--- config.mk ---
export PLATFORM = sky130hd
export DESIGN_NAME = wdog_stages
export DESIGN_NICKNAME = d
export VERILOG_FILES = /design/src/rtl/wdog_pkg.sv /design/src/rtl/wdog_regs.sv /design/src/rtl/wdog_seq.sv /design/src/rtl/wdog_pulse.sv /design/src/rtl/wdog_stages.sv
export SDC_FILE = /design/constraint.sdc
export NUM_CORES = 1
export LEC_CHECK = 0
export ABC_CLOCK_PERIOD_IN_PS = 3600
export BUFFER_PORTS_ARGS = -buffer_cell sky130_fd_sc_hd__buf_2
export CAP_MARGIN = 10
export CORE_ASPECT_RATIO = 1.25
export CORE_UTILIZATION = 40
export DETAILED_ROUTE_END_ITERATION = 7
export PLACE_DENSITY = 0.6
export SLEW_MARGIN = 20
export SYNTH_ARGS = -nofsm -noshare
export SYNTH_HDL_FRONTEND = slang
export SYNTH_SLANG_ARGS = --single-unit
--- constraint.sdc ---
create_clock -name clk -period 3.6 [get_ports clk]
set_input_delay 0.54 -clock clk [delete_from_list [all_inputs] [get_ports clk]]
set_output_delay 0.54 -clock clk [all_outputs]
set_load 0.02 [all_outputs]
--- src/rtl/wdog_pkg.sv ---
// Shared constants, action encoding and helper functions for the staged watchdog.
// Assumes exactly four stages; the control-word layout depends on that count.
package wdog_pkg;
    localparam int NUM_STAGES = 4;
    localparam int STG_W      = $clog2(NUM_STAGES);
    localparam int ACT_W      = 2;
    localparam int LEN_W      = 3;

    typedef enum logic [ACT_W-1:0] {
        ACT_NONE    = 2'd0,
        ACT_IRQ     = 2'd1,
        ACT_CPU_RST = 2'd2,
        ACT_SYS_RST = 2'd3
    } wdog_act_e;

    localparam logic [31:0] WDOG_UNLOCK = 32'h50D8_3AA1;

    // register addresses
    localparam int unsigned REG_CTRL     = 0;
    localparam int unsigned REG_PRESC    = 1;
    localparam int unsigned REG_TMO_BASE = 2;
    localparam int unsigned REG_FEED     = 6;
    localparam int unsigned REG_KEY      = 7;
    localparam int unsigned REG_IRQ_EN   = 8;
    localparam int unsigned REG_IRQ_CLR  = 9;

    // control word field positions
    localparam int CTRL_RUN_BIT     = 0;
    localparam int CTRL_ACT_LSB     = 1;
    localparam int CTRL_CPU_LEN_LSB = 9;
    localparam int CTRL_SYS_LEN_LSB = 12;

    // Reset limit of each stage, in watchdog ticks.
    function automatic logic [31:0] stage_tmo_reset(input int idx);
        case (idx)
            0:       return 32'd26000000;
            1:       return 32'd134217727;
            default: return 32'd1048575;
        endcase
    endfunction

    // Pulse length in clock cycles: unit is the cycle count of the shortest step.
    function automatic int unsigned pulse_cycles(input logic [LEN_W-1:0] code,
                                                 input int unsigned unit);
        if (code < 3'd5) return unit * (32'(code) + 32'd1);
        else             return unit * (32'd8 << (32'(code) - 32'd5));
    endfunction
endpackage

--- src/rtl/wdog_regs.sv ---
// Register file of the staged watchdog: key-guarded configuration, the
// unguarded key, restart and interrupt-clear strobes, the raw interrupt bit
// and a combinational read mux. Assumes DATA_W is 32 and TMO_W <= DATA_W.
module wdog_regs
    import wdog_pkg::*;
#(
    parameter int ADDR_W  = 4,
    parameter int DATA_W  = 32,
    parameter int PRESC_W = 16,
    parameter int TMO_W   = 32
) (
    input  logic                                clk,
    input  logic                                rst_n,
    input  logic                                wr_en_i,
    input  logic [ADDR_W-1:0]                   addr_i,
    input  logic [DATA_W-1:0]                   wdata_i,
    output logic [DATA_W-1:0]                   rdata_o,
    input  logic                                irq_set_i,
    output logic                                run_o,
    output logic [NUM_STAGES-1:0][ACT_W-1:0]    act_o,
    output logic [LEN_W-1:0]                    cpu_len_o,
    output logic [LEN_W-1:0]                    sys_len_o,
    output logic [PRESC_W-1:0]                  presc_o,
    output logic [NUM_STAGES-1:0][TMO_W-1:0]    tmo_o,
    output logic                                feed_o,
    output logic                                irq_o
);
    localparam logic [ADDR_W-1:0] A_CTRL    = ADDR_W'(REG_CTRL);
    localparam logic [ADDR_W-1:0] A_PRESC   = ADDR_W'(REG_PRESC);
    localparam logic [ADDR_W-1:0] A_FEED    = ADDR_W'(REG_FEED);
    localparam logic [ADDR_W-1:0] A_KEY     = ADDR_W'(REG_KEY);
    localparam logic [ADDR_W-1:0] A_IRQ_EN  = ADDR_W'(REG_IRQ_EN);
    localparam logic [ADDR_W-1:0] A_IRQ_CLR = ADDR_W'(REG_IRQ_CLR);

    logic [31:0]                       key_q;
    logic                              run_q;
    logic [NUM_STAGES-1:0][ACT_W-1:0]  act_q;
    logic [LEN_W-1:0]                  cpu_len_q;
    logic [LEN_W-1:0]                  sys_len_q;
    logic [PRESC_W-1:0]                presc_q;
    logic [TMO_W-1:0]                  tmo_q [NUM_STAGES];
    logic                              irq_en_q;
    logic                              raw_q;
    logic                              unlocked;
    logic                              cfg_we;
    logic                              irq_clr;
    logic [DATA_W-1:0]                 ctrl_word;

    assign unlocked = (key_q == WDOG_UNLOCK);
    assign cfg_we   = wr_en_i && unlocked;
    assign irq_clr  = wr_en_i && (addr_i == A_IRQ_CLR) && wdata_i[0];
    assign feed_o   = wr_en_i && (addr_i == A_FEED);

    // Key register: writable at all times.
    always_ff @(posedge clk) begin
        if (!rst_n)                              key_q <= WDOG_UNLOCK;
        else if (wr_en_i && addr_i == A_KEY)     key_q <= wdata_i[31:0];
    end

    // Control word: run bit, stage actions and pulse length codes.
    always_ff @(posedge clk) begin
        if (!rst_n) begin
            run_q     <= 1'b0;
            act_q     <= '0;
            cpu_len_q <= LEN_W'(1);
            sys_len_q <= LEN_W'(1);
        end else if (cfg_we && addr_i == A_CTRL) begin
            run_q <= wdata_i[CTRL_RUN_BIT];
            for (int s = 0; s < NUM_STAGES; s++) begin
                act_q[s] <= wdata_i[CTRL_ACT_LSB + ACT_W*s +: ACT_W];
            end
            cpu_len_q <= wdata_i[CTRL_CPU_LEN_LSB +: LEN_W];
            sys_len_q <= wdata_i[CTRL_SYS_LEN_LSB +: LEN_W];
        end
    end

    // Prescaler register.
    always_ff @(posedge clk) begin
        if (!rst_n)                           presc_q <= PRESC_W'(1);
        else if (cfg_we && addr_i == A_PRESC) presc_q <= wdata_i[PRESC_W-1:0];
    end

    // One limit register per stage.
    for (genvar s = 0; s < NUM_STAGES; s++) begin : g_tmo
        localparam logic [ADDR_W-1:0] A_TMO = ADDR_W'(REG_TMO_BASE + s);
        always_ff @(posedge clk) begin
            if (!rst_n)                         tmo_q[s] <= TMO_W'(stage_tmo_reset(s));
            else if (cfg_we && addr_i == A_TMO) tmo_q[s] <= wdata_i[TMO_W-1:0];
        end
        assign tmo_o[s] = tmo_q[s];
    end

    // Interrupt enable register.
    always_ff @(posedge clk) begin
        if (!rst_n)                            irq_en_q <= 1'b0;
        else if (cfg_we && addr_i == A_IRQ_EN) irq_en_q <= wdata_i[0];
    end

    // Raw interrupt bit: a set wins over a clear on the same edge.
    always_ff @(posedge clk) begin
        if (!rst_n)         raw_q <= 1'b0;
        else if (irq_set_i) raw_q <= 1'b1;
        else if (irq_clr)   raw_q <= 1'b0;
    end

    // Packs the control fields into their read-back positions.
    always_comb begin
        ctrl_word = '0;
        ctrl_word[CTRL_RUN_BIT] = run_q;
        for (int s = 0; s < NUM_STAGES; s++) begin
            ctrl_word[CTRL_ACT_LSB + ACT_W*s +: ACT_W] = act_q[s];
        end
        ctrl_word[CTRL_CPU_LEN_LSB +: LEN_W] = cpu_len_q;
        ctrl_word[CTRL_SYS_LEN_LSB +: LEN_W] = sys_len_q;
    end

    // Read mux of the addressed register.
    always_comb begin
        rdata_o = '0;
        if (addr_i == A_CTRL)         rdata_o = ctrl_word;
        else if (addr_i == A_PRESC)   rdata_o = DATA_W'(presc_q);
        else if (addr_i == A_KEY)     rdata_o = key_q;
        else if (addr_i == A_IRQ_EN)  rdata_o = DATA_W'(irq_en_q);
        else if (addr_i == A_IRQ_CLR) rdata_o = DATA_W'(raw_q);
        for (int s = 0; s < NUM_STAGES; s++) begin
            if (addr_i == ADDR_W'(REG_TMO_BASE + s)) rdata_o = DATA_W'(tmo_q[s]);
        end
    end

    assign run_o     = run_q;
    assign act_o     = act_q;
    assign cpu_len_o = cpu_len_q;
    assign sys_len_o = sys_len_q;
    assign presc_o   = presc_q;
    assign irq_o     = raw_q & irq_en_q;

    assert_locked_presc_R2: assert property (@(posedge clk) disable iff (!rst_n)
        (wr_en_i && !unlocked && addr_i == A_PRESC) |=> $stable(presc_o));
    assert_locked_ctrl_R2: assert property (@(posedge clk) disable iff (!rst_n)
        (wr_en_i && !unlocked && addr_i == A_CTRL) |=> $stable(ctrl_word));
    assert_irq_set_R9: assert property (@(posedge clk) disable iff (!rst_n)
        irq_set_i |=> (rdata_o[0] || addr_i != A_IRQ_CLR) && raw_q);
    assert_irq_clear_R9: assert property (@(posedge clk) disable iff (!rst_n)
        (irq_clr && !irq_set_i) |=> !irq_o);
endmodule

--- src/rtl/wdog_seq.sv ---
// Prescaler and stage sequencer: counts ticks in the current stage and, at the
// limit, emits that stage's action strobe and steps to the next stage.
// Assumes configuration inputs come straight from registers (stable per cycle).
module wdog_seq
    import wdog_pkg::*;
#(
    parameter int PRESC_W = 16,
    parameter int TMO_W   = 32
) (
    input  logic                              clk,
    input  logic                              rst_n,
    input  logic                              run_i,
    input  logic                              feed_i,
    input  logic [PRESC_W-1:0]                presc_i,
    input  logic [NUM_STAGES-1:0][TMO_W-1:0]  tmo_i,
    input  logic [NUM_STAGES-1:0][ACT_W-1:0]  act_i,
    output logic                              irq_set_o,
    output logic                              cpu_load_o,
    output logic                              sys_load_o
);
    localparam logic [STG_W-1:0] LAST_STAGE = STG_W'(NUM_STAGES - 1);

    logic [PRESC_W-1:0] pcnt_q;
    logic [TMO_W-1:0]   scnt_q;
    logic [STG_W-1:0]   stage_q;
    logic [PRESC_W-1:0] presc_eff;
    logic [PRESC_W:0]   pcnt_inc;
    logic [TMO_W:0]     scnt_inc;
    logic               counting;
    logic               tick;
    logic               expire;
    logic [ACT_W-1:0]   cur_act;

    assign counting  = run_i && !feed_i;
    assign presc_eff = (presc_i == '0) ? PRESC_W'(1) : presc_i;
    assign pcnt_inc  = {1'b0, pcnt_q} + {{PRESC_W{1'b0}}, 1'b1};
    assign scnt_inc  = {1'b0, scnt_q} + {{TMO_W{1'b0}}, 1'b1};
    assign tick      = (pcnt_inc >= {1'b0, presc_eff});
    assign expire    = counting && tick && (scnt_inc >= {1'b0, tmo_i[stage_q]});
    assign cur_act   = act_i[stage_q];

    // Prescale counter: wraps every presc_eff counting cycles.
    always_ff @(posedge clk) begin
        if (!rst_n)         pcnt_q <= '0;
        else if (!counting) pcnt_q <= '0;
        else if (tick)      pcnt_q <= '0;
        else                pcnt_q <= pcnt_inc[PRESC_W-1:0];
    end

    // Stage index and tick count within the stage.
    always_ff @(posedge clk) begin
        if (!rst_n || !counting) begin
            stage_q <= '0;
            scnt_q  <= '0;
        end else if (expire) begin
            stage_q <= (stage_q == LAST_STAGE) ? '0 : stage_q + STG_W'(1);
            scnt_q  <= '0;
        end else if (tick) begin
            scnt_q  <= scnt_inc[TMO_W-1:0];
        end
    end

    // Decodes the action of the expiring stage into one strobe.
    always_comb begin
        irq_set_o  = expire && (cur_act == ACT_IRQ);
        cpu_load_o = expire && (cur_act == ACT_CPU_RST);
        sys_load_o = expire && (cur_act == ACT_SYS_RST);
    end

    assert_idle_when_off_R3: assert property (@(posedge clk) disable iff (!rst_n)
        !run_i |=> (stage_q == '0 && scnt_q == '0 && pcnt_q == '0));
    assert_feed_restart_R8: assert property (@(posedge clk) disable iff (!rst_n)
        feed_i |=> (stage_q == '0 && scnt_q == '0));
    assert_stage_order_R5: assert property (@(posedge clk) disable iff (!rst_n)
        expire |=> (stage_q == (($past(stage_q) == LAST_STAGE) ? '0 : $past(stage_q) + STG_W'(1))));
    assert_expire_clears_R5: assert property (@(posedge clk) disable iff (!rst_n)
        expire |=> (scnt_q == '0 && pcnt_q == '0));
endmodule

--- src/rtl/wdog_pulse.sv ---
// Reset pulse stretcher: a load strobe starts a pulse whose length comes from a
// 3-bit code; a load during a pulse restarts it. Assumes UNIT_CYC >= 1.
module wdog_pulse
    import wdog_pkg::*;
#(
    parameter int unsigned UNIT_CYC = 8
) (
    input  logic             clk,
    input  logic             rst_n,
    input  logic             load_i,
    input  logic [LEN_W-1:0] code_i,
    output logic             pulse_o
);
    localparam int unsigned MAX_CYC = UNIT_CYC * 32;
    localparam int          CNT_W   = $clog2(MAX_CYC + 1);

    logic [CNT_W-1:0] cnt_q;

    // Down-counter holding the remaining pulse cycles.
    always_ff @(posedge clk) begin
        if (!rst_n)              cnt_q <= '0;
        else if (load_i)         cnt_q <= CNT_W'(pulse_cycles(code_i, UNIT_CYC));
        else if (cnt_q != '0)    cnt_q <= cnt_q - CNT_W'(1);
    end

    assign pulse_o = (cnt_q != '0);

    assert_load_starts_R7: assert property (@(posedge clk) disable iff (!rst_n)
        load_i |=> pulse_o);
    assert_count_down_R7: assert property (@(posedge clk) disable iff (!rst_n)
        (!load_i && pulse_o) |=> (cnt_q == $past(cnt_q) - CNT_W'(1)));
endmodule

--- src/rtl/wdog_stages.sv ---
// Top of the four-stage watchdog: register file, stage sequencer and the two
// reset pulse stretchers. Assumes a 32-bit register data path.
module wdog_stages
    import wdog_pkg::*;
#(
    parameter int          ADDR_W     = 4,
    parameter int          PRESC_W    = 16,
    parameter int          TMO_W      = 32,
    parameter int unsigned PULSE_UNIT = 8
) (
    input  logic              clk,
    input  logic              rst_n,
    input  logic              wr_en,
    input  logic [ADDR_W-1:0] addr,
    input  logic [31:0]       wdata,
    output logic [31:0]       rdata,
    output logic              irq,
    output logic              cpu_rst,
    output logic              sys_rst
);
    localparam int DATA_W = 32;

    logic                              run;
    logic [NUM_STAGES-1:0][ACT_W-1:0]  act;
    logic [LEN_W-1:0]                  cpu_len;
    logic [LEN_W-1:0]                  sys_len;
    logic [PRESC_W-1:0]                presc;
    logic [NUM_STAGES-1:0][TMO_W-1:0]  tmo;
    logic                              feed;
    logic                              irq_set;
    logic                              cpu_load;
    logic                              sys_load;

    wdog_regs #(
        .ADDR_W (ADDR_W),
        .DATA_W (DATA_W),
        .PRESC_W(PRESC_W),
        .TMO_W  (TMO_W)
    ) u_regs (
        .clk      (clk),
        .rst_n    (rst_n),
        .wr_en_i  (wr_en),
        .addr_i   (addr),
        .wdata_i  (wdata),
        .rdata_o  (rdata),
        .irq_set_i(irq_set),
        .run_o    (run),
        .act_o    (act),
        .cpu_len_o(cpu_len),
        .sys_len_o(sys_len),
        .presc_o  (presc),
        .tmo_o    (tmo),
        .feed_o   (feed),
        .irq_o    (irq)
    );

    wdog_seq #(
        .PRESC_W(PRESC_W),
        .TMO_W  (TMO_W)
    ) u_seq (
        .clk       (clk),
        .rst_n     (rst_n),
        .run_i     (run),
        .feed_i    (feed),
        .presc_i   (presc),
        .tmo_i     (tmo),
        .act_i     (act),
        .irq_set_o (irq_set),
        .cpu_load_o(cpu_load),
        .sys_load_o(sys_load)
    );

    wdog_pulse #(.UNIT_CYC(PULSE_UNIT)) u_cpu_pulse (
        .clk    (clk),
        .rst_n  (rst_n),
        .load_i (cpu_load),
        .code_i (cpu_len),
        .pulse_o(cpu_rst)
    );

    wdog_pulse #(.UNIT_CYC(PULSE_UNIT)) u_sys_pulse (
        .clk    (clk),
        .rst_n  (rst_n),
        .load_i (sys_load),
        .code_i (sys_len),
        .pulse_o(sys_rst)
    );

    assert_single_action_R6: assert property (@(posedge clk) disable iff (!rst_n)
        $onehot0({irq_set, cpu_load, sys_load}));
endmodule

[Word level (Yosys, flattened, before mapping)]
Memory sizes are Yosys's and may differ from the RTL's.
Index checks and enable logic that the tools add are counted.
Cells by class
  add/sub/neg operators: 9
  $lt $le $gt $ge: 5
  eq/ne operators: 14
  shifts and indexed selects: 2
  multiplexer cells: 40
  bitwise logic cells: 7
  reductions and logical operators: 31
Operators by type and width (count)
  $mux W32: 13
  $bmux W32 S2: 1
  $shl A4 B32 Y6 const A: 2
  $mux W9: 6
  $add A32 B1 Y33 const B: 1
  $ge A33 B32 Y1: 1
  $eq A32 B31 Y1 const B: 1
  $logic_and A1 B1 Y1: 18
  $reduce_bool A9 Y1: 2
  $sub A9 B1 Y9 const B: 2
  $add A16 B1 Y17 const B: 1
  $ge A17 B16 Y1: 1
  $eq A4 B3 Y1 const B: 4
  $logic_not A16 Y1: 1
  $mux W1: 16
  $mux W16: 1
  $add A3 B1 Y4 const B: 2
  $eq A4 B2 Y1 const B: 2
  $eq A4 B4 Y1 const B: 2
  $sub A3 B3 Y4 const B: 2
  $eq A2 B2 Y1 const B: 3
  $lt A3 B3 Y1 const B: 2
  $reduce_bool A2 Y1: 3
  $bmux W2 S2: 1
  other kinds (13): 20
Word-level totals
  register bits: 133
  RAM bits: 128
  input port bits: 39
  output and inout bits: 35
  word-level logic and storage cells: 125
  memories: 1
Memories
  u_regs.tmo_q: depth 4, width 32, read ports 4, clocked after Yosys merged registers in 0, write ports 4, line wdog_regs.sv:41  | logic [TMO_W-1:0] tmo_q [NUM_STAGES];

[Logic depth before layout (Yosys ltp)]
Gate-level depths: netlist of run 1.
  depth after elaboration: 10
  depth in mapped cells: 16
  mapped depth without buffers: 14

[Modules after synthesis]
Synthesis of run 1 repeated with hierarchy kept, for this count alone.
Unflattened totals
  cell total of the unflattened synthesis: 1573
  area total of the unflattened synthesis: 15300.9 um^2
By module, submodules not included
  wdog_regs: times used 1, cells an instance 886, area each 8983.6 um^2, seq. area each 5144.9 um^2
  wdog_seq: times used 1, cells an instance 551, area each 5128.7 um^2, seq. area each 1001.0 um^2
  wdog_pulse: times used 2, cells an instance 68, area each 594.3 um^2, seq. area each 180.2 um^2

[Least setup slack after synthesis of run 1]
OpenSTA, ideal clock, no wires.
  path type: register to register
  start point: reg u_seq.stage_q[0]
  end point: reg u_regs.raw_q
  library setup time: 70 ps
  arrival time: 3682 ps
  data required time: 3530 ps
  slack: -152 ps
  stages on the path, launching flop included: 14
  buffers on the path: 3
  period minus slack after synthesis: 3752 ps
  path through: dfxtp_1 > clkbuf_1 > buf_1 > mux4_2 > inv_1 > ha_1 > nand4_1 > nor4_1 > and3_1 > a222oi_1 > and3b_1 > buf_6 > or4b_1 > a21boi_1
Between the ends
  word-level cells in the longest chain between the ends: 6
  elaborated cells on any way between the ends: 10
  classes of those cells: order compare: 1; eq/ne: 1; mux: 5; reduce/logical: 3
RTL lines
  start, declared: line wdog_seq.sv:25  | logic [STG_W-1:0] stage_q;
  start signal, assigned: line wdog_seq.sv:56  | stage_q <= (stage_q == LAST_STAGE) ? '0 : stage_q + STG_W'(1);
  $bmux W32 S2: line wdog_seq.sv:39  | assign expire = counting && tick && (scnt_inc >= {1'b0, tmo_i[stage_q]});
  $mux W32 (implied by the code): line wdog_seq.sv:39
  $ge A33 B32 Y1: line wdog_seq.sv:39
  $logic_and A1 B1 Y1: line wdog_seq.sv:39
  $logic_and A1 B1 Y1 *: line wdog_seq.sv:65  | irq_set_o = expire && (cur_act == ACT_IRQ);
  $mux W1 / $reduce_bool A2 Y1 (equally long branches)
  end signal, assigned: line wdog_regs.sv:101  | if (!rst_n) raw_q <= 1'b0;
  end signal, assigned: line wdog_regs.sv:102  | else if (irq_set_i) raw_q <= 1'b1;
  end signal, assigned: line wdog_regs.sv:103  | else if (irq_clr) raw_q <= 1'b0;
  end, declared: line wdog_regs.sv:43  | logic raw_q;
Mark *: on every way between the ends. The rest lies on a longest branch, timed or not. The select of a mux whose other input is x is not followed.
A chain may end at the register's enable or synchronous reset.

[Worst setup path in the final report of run 1]
  start point: reg u_seq.scnt_q[5]
  end point: reg u_sys_pulse.cnt_q[3]
Between the ends
  word-level cells in the longest chain between the ends: 5
  elaborated cells on any way between the ends: 6
  classes of those cells: add/sub: 1; order compare: 1; mux: 1; reduce/logical: 3
RTL lines
  start, declared: line wdog_seq.sv:24  | logic [TMO_W-1:0] scnt_q;
  start signal, assigned: line wdog_seq.sv:59  | scnt_q <= scnt_inc[TMO_W-1:0];
  $add A32 B1 Y33 *: line wdog_seq.sv:37  | assign scnt_inc = {1'b0, scnt_q} + {{TMO_W{1'b0}}, 1'b1};
  via u_seq.scnt_inc[31]: line wdog_seq.sv:28  | logic [TMO_W:0] scnt_inc;
  $ge A33 B32 Y1 *: line wdog_seq.sv:39
  $logic_and A1 B1 Y1 *: line wdog_seq.sv:39
  $logic_and A1 B1 Y1 *: line wdog_seq.sv:67  | sys_load_o = expire && (cur_act == ACT_SYS_RST);
  $mux W9 / $reduce_bool A2 Y1 (equally long branches)
  end signal, assigned: line wdog_pulse.sv:22  | else if (load_i) cnt_q <= CNT_W'(pulse_cycles(code_i, UNIT_CYC));
  end signal, assigned: line wdog_pulse.sv:23  | else if (cnt_q != '0) cnt_q <= cnt_q - CNT_W'(1);
  end, declared: line wdog_pulse.sv:17  | logic [CNT_W-1:0] cnt_q;
Mark *: on every way through the listed nets, which the timed path passes. The rest lies on a longest branch.

==> results of run 1 <==
-- how the worst max path moves through the flow --
| stage | from | endpoint | cells past startpoint |
|---|---|---|---|
| finish | u_seq.scnt_q[5] | u_sys_pulse.cnt_q[3] | 17 |
| global route | u_seq.scnt_q[5] | u_sys_pulse.cnt_q[6] | 17 |
| floorplan | u_seq.stage_q[0] | u_cpu_pulse.cnt_q[1] | 14 |
| global placement | u_seq.scnt_q[11] | u_sys_pulse.cnt_q[7] | 18 |
| CTS | u_seq.scnt_q[11] | u_sys_pulse.cnt_q[3] | 18 |
| detailed placement | u_seq.scnt_q[11] | u_cpu_pulse.cnt_q[5] | 17 |
-- synth_stat cells (all sizes together) (2+ instances only) --
library cell,n
or4,6
a21oi,25
nor4bb,2
edfxtp,128
mux4,34
nor3b,7
nor3,21
and2,59
nand3,70
buf,16
a222oi,11
xnor2,33
nand4,13
o21ai,70
a221o,2
and3,30
clkbuf,77
o211ai,7
a21o,10
or3,80
a31oi,6
mux2i,15
o22ai,3
a221oi,2
o311ai,2
nand2b,6
nor4,7
or2,3
and4b,3
nand2,210
dfxtp,133
a21boi,49
nor4b,4
inv,64
and4,3
nor2b,6
nand3b,9
o21a,5
xor2,55
a22oi,47
nor2,74
ha,59
o21bai,2
-- flip-flops by register name (all words and copies together) (netlist names) --
| signal | cells |
|---|---|
| u_regs.tmo_q | 128 |
| u_regs.key_q | 32 |
| u_seq.scnt_q | 32 |
| u_regs.presc_o | 16 |
| u_seq.pcnt_q | 16 |
| u_cpu_pulse.cnt_q | 9 |
| u_sys_pulse.cnt_q | 9 |
| u_regs.act_o | 8 |
| u_regs.cpu_len_o | 3 |
| u_regs.sys_len_o | 3 |
| u_seq.stage_q | 2 |
| u_regs.irq_en_q | 1 |
| u_regs.raw_q | 1 |
| u_regs.run_o | 1 |
-- cells by family (layout without fill, tap and decap cells) --
logic type,after synthesis,count (layout)
and+or+nand+nor,616,616
DFF,261,261
AOI/OAI and AO/OA,251,251
buffers and inverters,157,311
xor gates and xnor gates,88,88
adders and majority gates,59,59
muxes,50,50
-- worst reg2reg max path, cell delays in order, from the launching register on --
cell,delay [ns]
dfxtp_2,0.35
nand4_4,0.11
or2_4,0.28
nor4_4,0.28
buf_4,0.19
and3_4,0.22
nand3_4,0.09
xnor2_2,0.15
ha_1,0.30
nand4_1,0.14
nor4_4,0.30
and3_1,0.20
a222oi_1,0.07
and3b_2,0.33
buf_6,0.16
nor3_4,0.22
buf_6,0.17
mux2i_1,0.19
-- cell type report --
cell class | instances | area, um^2 | share of cell area
Clock buffer | 41 | 843.3 | 0.04893
Timing Repair Buffer | 193 | 1423 | 0.08255
Tap cell | 474 | 593.1 | 0.03441
Sequential cell | 261 | 6525 | 0.3786
Inverter | 64 | 240.2 | 0.01394
Multi-Input combinational cell | 1064 | 7506 | 0.4355
Clock inverter | 13 | 103.9 | 0.006026
-- stage by stage --
stage	setup slack [ns]	cells	hold slack, ns	total power [uW]
2_1_floorplan	0.005013	1482	0.4419	4084
3_3_place_gp	-0.2391	2045	0.4507	4393
3_5_place_dp	-0.3024	2045	0.4737	4415
4_1_cts	-0.1199	2105	0.2211	7362
5_1_grt	-0.3400	2110	0.2361	7622
6_report	-0.1999	2110	0.2362	7333
-- layer usage --
layer,share of wire,track usage,up-vias
li1,-,-,5592
met1,0.43,0.3117,5774
met2,0.50,0.4065,374
met3,0.052,0.02529,62
met4,0.020,0.05841,0
met5,0,0,-
-- timing repair --
action,4_1_cts,5_1_grt
cloned,2,0
gates resized for setup,23,24
setup endpoints to repair,52,57
pin swaps,13,25
buffers inserted,5,7
-- power by group through the flow --
stage / logic (uW) / registers (uW) / clock network (uW)
after global placement: 1000 / 3390 / 0
final: 1050 / 3330 / 2950
after CTS: 1040 / 3330 / 2990
after floorplan: 717 / 3370 / 0
after detailed placement: 1020 / 3390 / 0
after global routing: 1160 / 3350 / 3120
==> flow_summary.toml, run 1 <==
[global_routing]
grtUsageTotal = 0.2355
grt_pass1_wl_um = 66920
grt_pass1_vias = 11680
grt_overflow_total = 0
grt_max_degree = 64
antenna_found_initial = 0

[pwr]
pwr-share-comb = 0.143
seqPwrFrac = 0.454
ir_worst_vdd_mv = 0.3115
clkPwrFrac = 0.403
p_int_uw = 5345
p_per_area_nw_per_um2 = 425.5
power.switching_uw = 1988
leakage_uw = 0.006466
sw_frac_of_total = 0.2711

[clocking]
clk_latency_ns = 0.57
htreeDepth = 1
cts_buffers = 29
cts_tree = "built"
path_clk_slew_ns = 0.06
ctsHoldBuffers = 0
cts_buffer_depth = 3
cts_root_buf = "clkbuf_16"
cts.sinks = 261

[critical_path]
crit_required_ns = 4.10
worstSetupPathType = "reg -> reg"
start_kind = "flip-flop"
path_delay_family = "simple AND/OR/NAND/NOR gates"
critPathCaptureType = "flip-flop"
cp_max_fo = 7
rrSetupSlack_ns = -0.20
critical-path-max-stage-delay_ns = 0.35
critical_path_buf_inv_count = 3
slowest_stage = "dfxtp_2"
ff2ff_path_depth = 17
arrival_ns = 4.30
reg2reg_to = "u_sys_pulse.cnt_q[3]"
worstPathCellList = "nand4_4, or2_4, nor4_4, buf_4, and3_4, nand3_4, xnor2_2, ha_1, nand4_1, nor4_4, and3_1, a222oi_1, and3b_2, buf_6, nor3_4, buf_6, mux2i_1"
rr_startpoint = "u_seq.scnt_q[5]"

[routing]
drt_iter0_drc = 1108
routedWlPerCell_um = 20.51
drt_first_pass_iters = 7
vias = 11800
drc_errors = 0
wirelength_um = 43280
postRouteAntennaNets = 0
drt-vias-per-instance = 5.593

[yosys]
synth_top_family_by_area = "simple AND/OR/NAND/NOR gates"
synth_area_per_cell_um2 = 9.765
ys_ff_latch = 261
synth-edff-count = 128
synth_flop_cell = "dfxtp_1"
synth_compound_area_frac = 0.1172
synth_top_cell_area_share = 0.2656
async_flop_share = 0
syn_inst = 1482
synth_simple_gate_area_frac = 0.2217
synth_top_area_cell = "edfxtp_1"
synthAdderAreaFrac = 0.05101
yosysSeqAreaShare = 0.4496
synthXorXnorAreaFrac = 0.05326
syn_nets = 1580
synthMuxAreaShare = 0.06407
syn-cell-area_um2 = 14470
yosys_warnings = 0
synthTopCellsByArea = "edfxtp_1, dfxtp_1, nand2_1, mux4_2, ha_1"
ys_types = 77

[timing]
final.setup.tns_ns = -6.420
worst_slack_ns = -0.1999
period_share = 1.056
fmax_ghz = 0.2632
slew_violations = 0
rsz0062_at_grt = "yes"
slew_headroom = 0.3902
fin_skew_ns = 0.02944
tightest_slew_ns = 0.9147
layout_min_cycle_time_ns = 3.800
finalHoldViolCount = 0
setup_viol = 52

[die]
dieArea_um2 = 36950
rows = 77
dieHeight_um = 214.7
core-area_um2 = 35550
die_w_um = 172.1
initial_core_util = 0.4071
ios = 74

[final_layout]
antenna_cells = 0
post-route-util = 0.4848
layout_common_cells = "nand2_1, edfxtp_1, dfxtp_1"
drive_gt1_frac = 0.2060
final_nets = 1711
mostFrequentLayoutCell = "nand2_1"
area_delta_synth_final_pct = 19.09
n_fill_cell = 3262
final_cell_area_um2 = 17230

[outcome]
violations = "negative setup slack"
status = "complete, but fails checks"

[worst_hold_path]
hold-path-cell-count = 3
worstHoldPathType = "in -> reg"
hold_start = "wdata[19]"
holdPathEnd = "u_regs.key_q[19]"

[placed_design]
place_area_um2 = 16040
place_hpwl_um = 30900
gp_congestion = 0.9493
portBuffers = 73

[job]
cap_violations = 0
Note: power is estimated with default switching activity, not from simulation.
==> run 2: changes to the inputs <==
--- a/config.mk
+++ b/config.mk
@@ -15,4 +15,5 @@
 export SLEW_MARGIN = 20
 export SYNTH_ARGS = -nofsm -noshare
 export SYNTH_HDL_FRONTEND = slang
+export SYNTH_HIERARCHICAL = 1
 export SYNTH_SLANG_ARGS = --single-unit
==> run 2 against run 1 <==
Compared with the run above:
- power up 2.1%
- the flow still finishes with violations (negative setup slack)
- count of clock-buffer cells in the layout up 2
- non-clock buffer count up 88
- first-iteration DRC count down 7.6%
- largest cell class unchanged
- cell count up 8.6%
- critical path depth down 1
- worst hold slack worse by 0.017 ns
==> flow_summary.toml, run 2 <==
[outcome]
status = "complete, but fails checks"
violations = "negative setup slack"

[critical_path]
ff2ff_path_depth = 16
worstSetupPathType = "reg -> reg"
rrSetupSlack_ns = -0.63
crit_required_ns = 4.09
critPathCaptureType = "flip-flop"
start_kind = "flip-flop"
cp_max_fo = 4
arrival_ns = 4.73

[final_layout]
layout_common_cells = "nand2_1, buf_4, edfxtp_1"
largestRegisters = "u_regs/tmo_q x128, u_regs/key_q x32, u_seq/scnt_q x32"
final_nets = 1882
top_register = "u_regs/tmo_q"
drive_gt1_frac = 0.2669
largest_reg_flops = 128
mostFrequentLayoutCell = "nand2_1"
antenna_cells = 0
final_cells = 2292
area_delta_synth_final_pct = 23.80

[timing]
fmax_ghz = 0.2362
tightest_slew_ns = 0.6782
layout_min_cycle_time_ns = 4.234
finalHoldViolCount = 0
period_share = 1.176
setup_viol = 53
slew_headroom = 0.5420
slew_violations = 0
worst_slack_ns = -0.6340
final.setup.tns_ns = -24.52
rsz0062_at_grt = "yes"
fin_skew_ns = 0.01141

[die]
ios = 74
die_w_um = 176.9
rows = 79
core-area_um2 = 37460
initial_core_util = 0.4084
dieArea_um2 = 39040
dieHeight_um = 220.7

[worst_hold_path]
hold-path-cell-count = 3
worstHoldPathType = "in -> reg"

[pwr]
power.total_uw = 7489
p_per_area_nw_per_um2 = 395.4
ir_worst_vdd_mv = 0.3781
seqPwrFrac = 0.444
leakage_uw = 0.006964
sw_frac_of_total = 0.2739
p_int_uw = 5438
clkPwrFrac = 0.403
pwr-share-comb = 0.153
power.switching_uw = 2051

[global_routing]
use_met1 = 0.3043
grt_max_degree = 104
use_met2 = 0.4669
antenna_found_initial = 2
grt_overflow_total = 0
grt_pass1_wl_um = 76910
gr-max-usage-layer = "met2"
grtUsageTotal = 0.2600
grt_pass1_vias = 13470
gr-usage-met3 = 0.03694

[clocking]
cts_buffer_depth = 3
htreeDepth = 1
clk_latency_ns = 0.57
cts_root_buf = "clkbuf_16"
cts_tree = "built"
cts.sinks = 261
cts_buffers = 28
path_clk_slew_ns = 0.06

[placed_design]
pre_cts_ws_ns = -0.6388
portBuffers = 73
dp_cells = 2210
place_hpwl_um = 35740
gp_congestion = 0.8818

[yosys]
synth_top_area_cell = "edfxtp_1"
async_flop_share = 0
ys_ff_latch = 261
synth_flop_cell = "dfxtp_1"
synthTopCellsByCount = "nand2_1, dfxtp_1, edfxtp_1, nor2_1, o21ai_0"
synth_area_per_cell_um2 = 9.727
synth_top_cell_area_share = 0.2512
yosys_warnings = 6
ys_types = 81
synthTopCellsByArea = "edfxtp_1, dfxtp_1, nand2_1, mux4_2, ha_1"
yosysSeqAreaShare = 0.4252
syn_nets = 1671
yosysMostFrequentCell = "nand2_1"
syn-cell-area_um2 = 15300
syn_inst = 1573
synth-edff-count = 128

[routing]
drt_iter0_drc = 1024
wirelength_um = 50520
drt_first_pass_iters = 8
drt-vias-per-instance = 5.857
vias = 13420
drc_errors = 0
postRouteAntennaNets = 0
routedWlPerCell_um = 22.04

[job]
cap_violations = 0
## run 2: cell types whose count changed after synthesis, moves of 14 or more
cell	previous run	this run
a21boi_0	46	19
nor2b_1	6	38
clkbuf_1	76	56
a22oi_1	47	33
mux2i_1	15	36
or3_1	80	35
and2_1	58	7
nand3_1	69	53
a22oi_2	0	28
xor2_1	55	10
nand2_1	210	251
a21oi_1	25	47
buf_2	6	29
## run 2: repair_timing
item                                    in CTS  in global routing
resized for setup                           38                 26
hold buffers                                 0                  0
endpoints found under the setup margin      51                 53
endpoints found under the hold margin        0                  0
gates cloned                                 1                  2
pin swaps                                   25                 19
buffers inserted                            19                 11
## run 2: cell families (layout without fill, tap and decap cells)
kind of cell / count (synthesis) / count (layout) / share of synthesized area
buffers and inverters: 174 / 407 / 0.04898
AND/OR/NAND/NOR: 635 / 635 / 0.2229
XOR/XNOR: 47 / 47 / 0.02690
adder cells (fa/ha/maj): 59 / 59 / 0.04825
multiplexers: 72 / 72 / 0.07580
flip-flops: 261 / 261 / 0.4252
AO/OA/AOI/OAI: 325 / 325 / 0.1519
## run 2: power groups by stage
stage	sequential (uW)	combinational [uW]	clock (uW)
after floorplan	3350	764	0
after global placement	3370	1080	0
after detailed placement	3380	1100	0
after CTS	3320	1130	3060
after global routing	3340	1230	3160
final	3320	1150	3020
## run 2: path summary, 6_finish.rpt
| kind | from | to |
|---|---|---|
| worst max-delay path | u_seq/scnt_q[6] | u_sys_pulse/cnt_q[5] |
| worst min-delay path | wdata[28] | u_regs/key_q[28] |
| worst max register to register | u_seq/scnt_q[6] | u_sys_pulse/cnt_q[5] |
| worst min register to register | u_regs/act_o[2] | u_regs/act_o[2] |
## run 2: final cells by class
| cell class | instances | area [um^2] |
|---|---|---|
| Fill cell | 3355 | 18520 |
| Multi-Input combinational cell | 1138 | 8352 |
| Sequential cell | 261 | 6526 |
| Timing Repair Buffer | 281 | 2217 |
| Clock buffer | 43 | 862.1 |
| Tap cell | 486 | 608.1 |
| Inverter | 74 | 282.8 |
| Clock inverter | 9 | 93.84 |
## run 2: worst max-delay path, stage by stage, from the launching register on
cell and delay, ns:
dfxtp_2 0.35, nand2_2 0.06, or4_4 0.59, nor4_4 0.35, nand2_1 0.15, xnor2_1 0.16, ha_1 0.32, nand4_1 0.16
or4_1 0.55, o31ai_2 0.19, a211o_1 0.18, nor2_4 0.07, a2111oi_4 0.35, buf_4 0.19, inv_4 0.03, or3_1 0.30
a31oi_1 0.17
## run 2: metal layers
metal / routed length [um] / vias up
met2: 25570 / 504
met5: 18 / -
li1: - / 6228
met3: 3230 / 125
met1: 19470 / 6563
met4: 2235 / 4
## run 2: through the flow
stage                     utilization  hold slack [ns]  instance area (um^2)
final                          0.5056           0.2193                 18940
after global routing           0.5056           0.2247                 18940
after CTS                      0.4991           0.1985                 18700
after detailed placement       0.4652           0.4647                 17430
after global placement         0.4652           0.4567                 17430
after floorplan                     -           0.4399                 15380
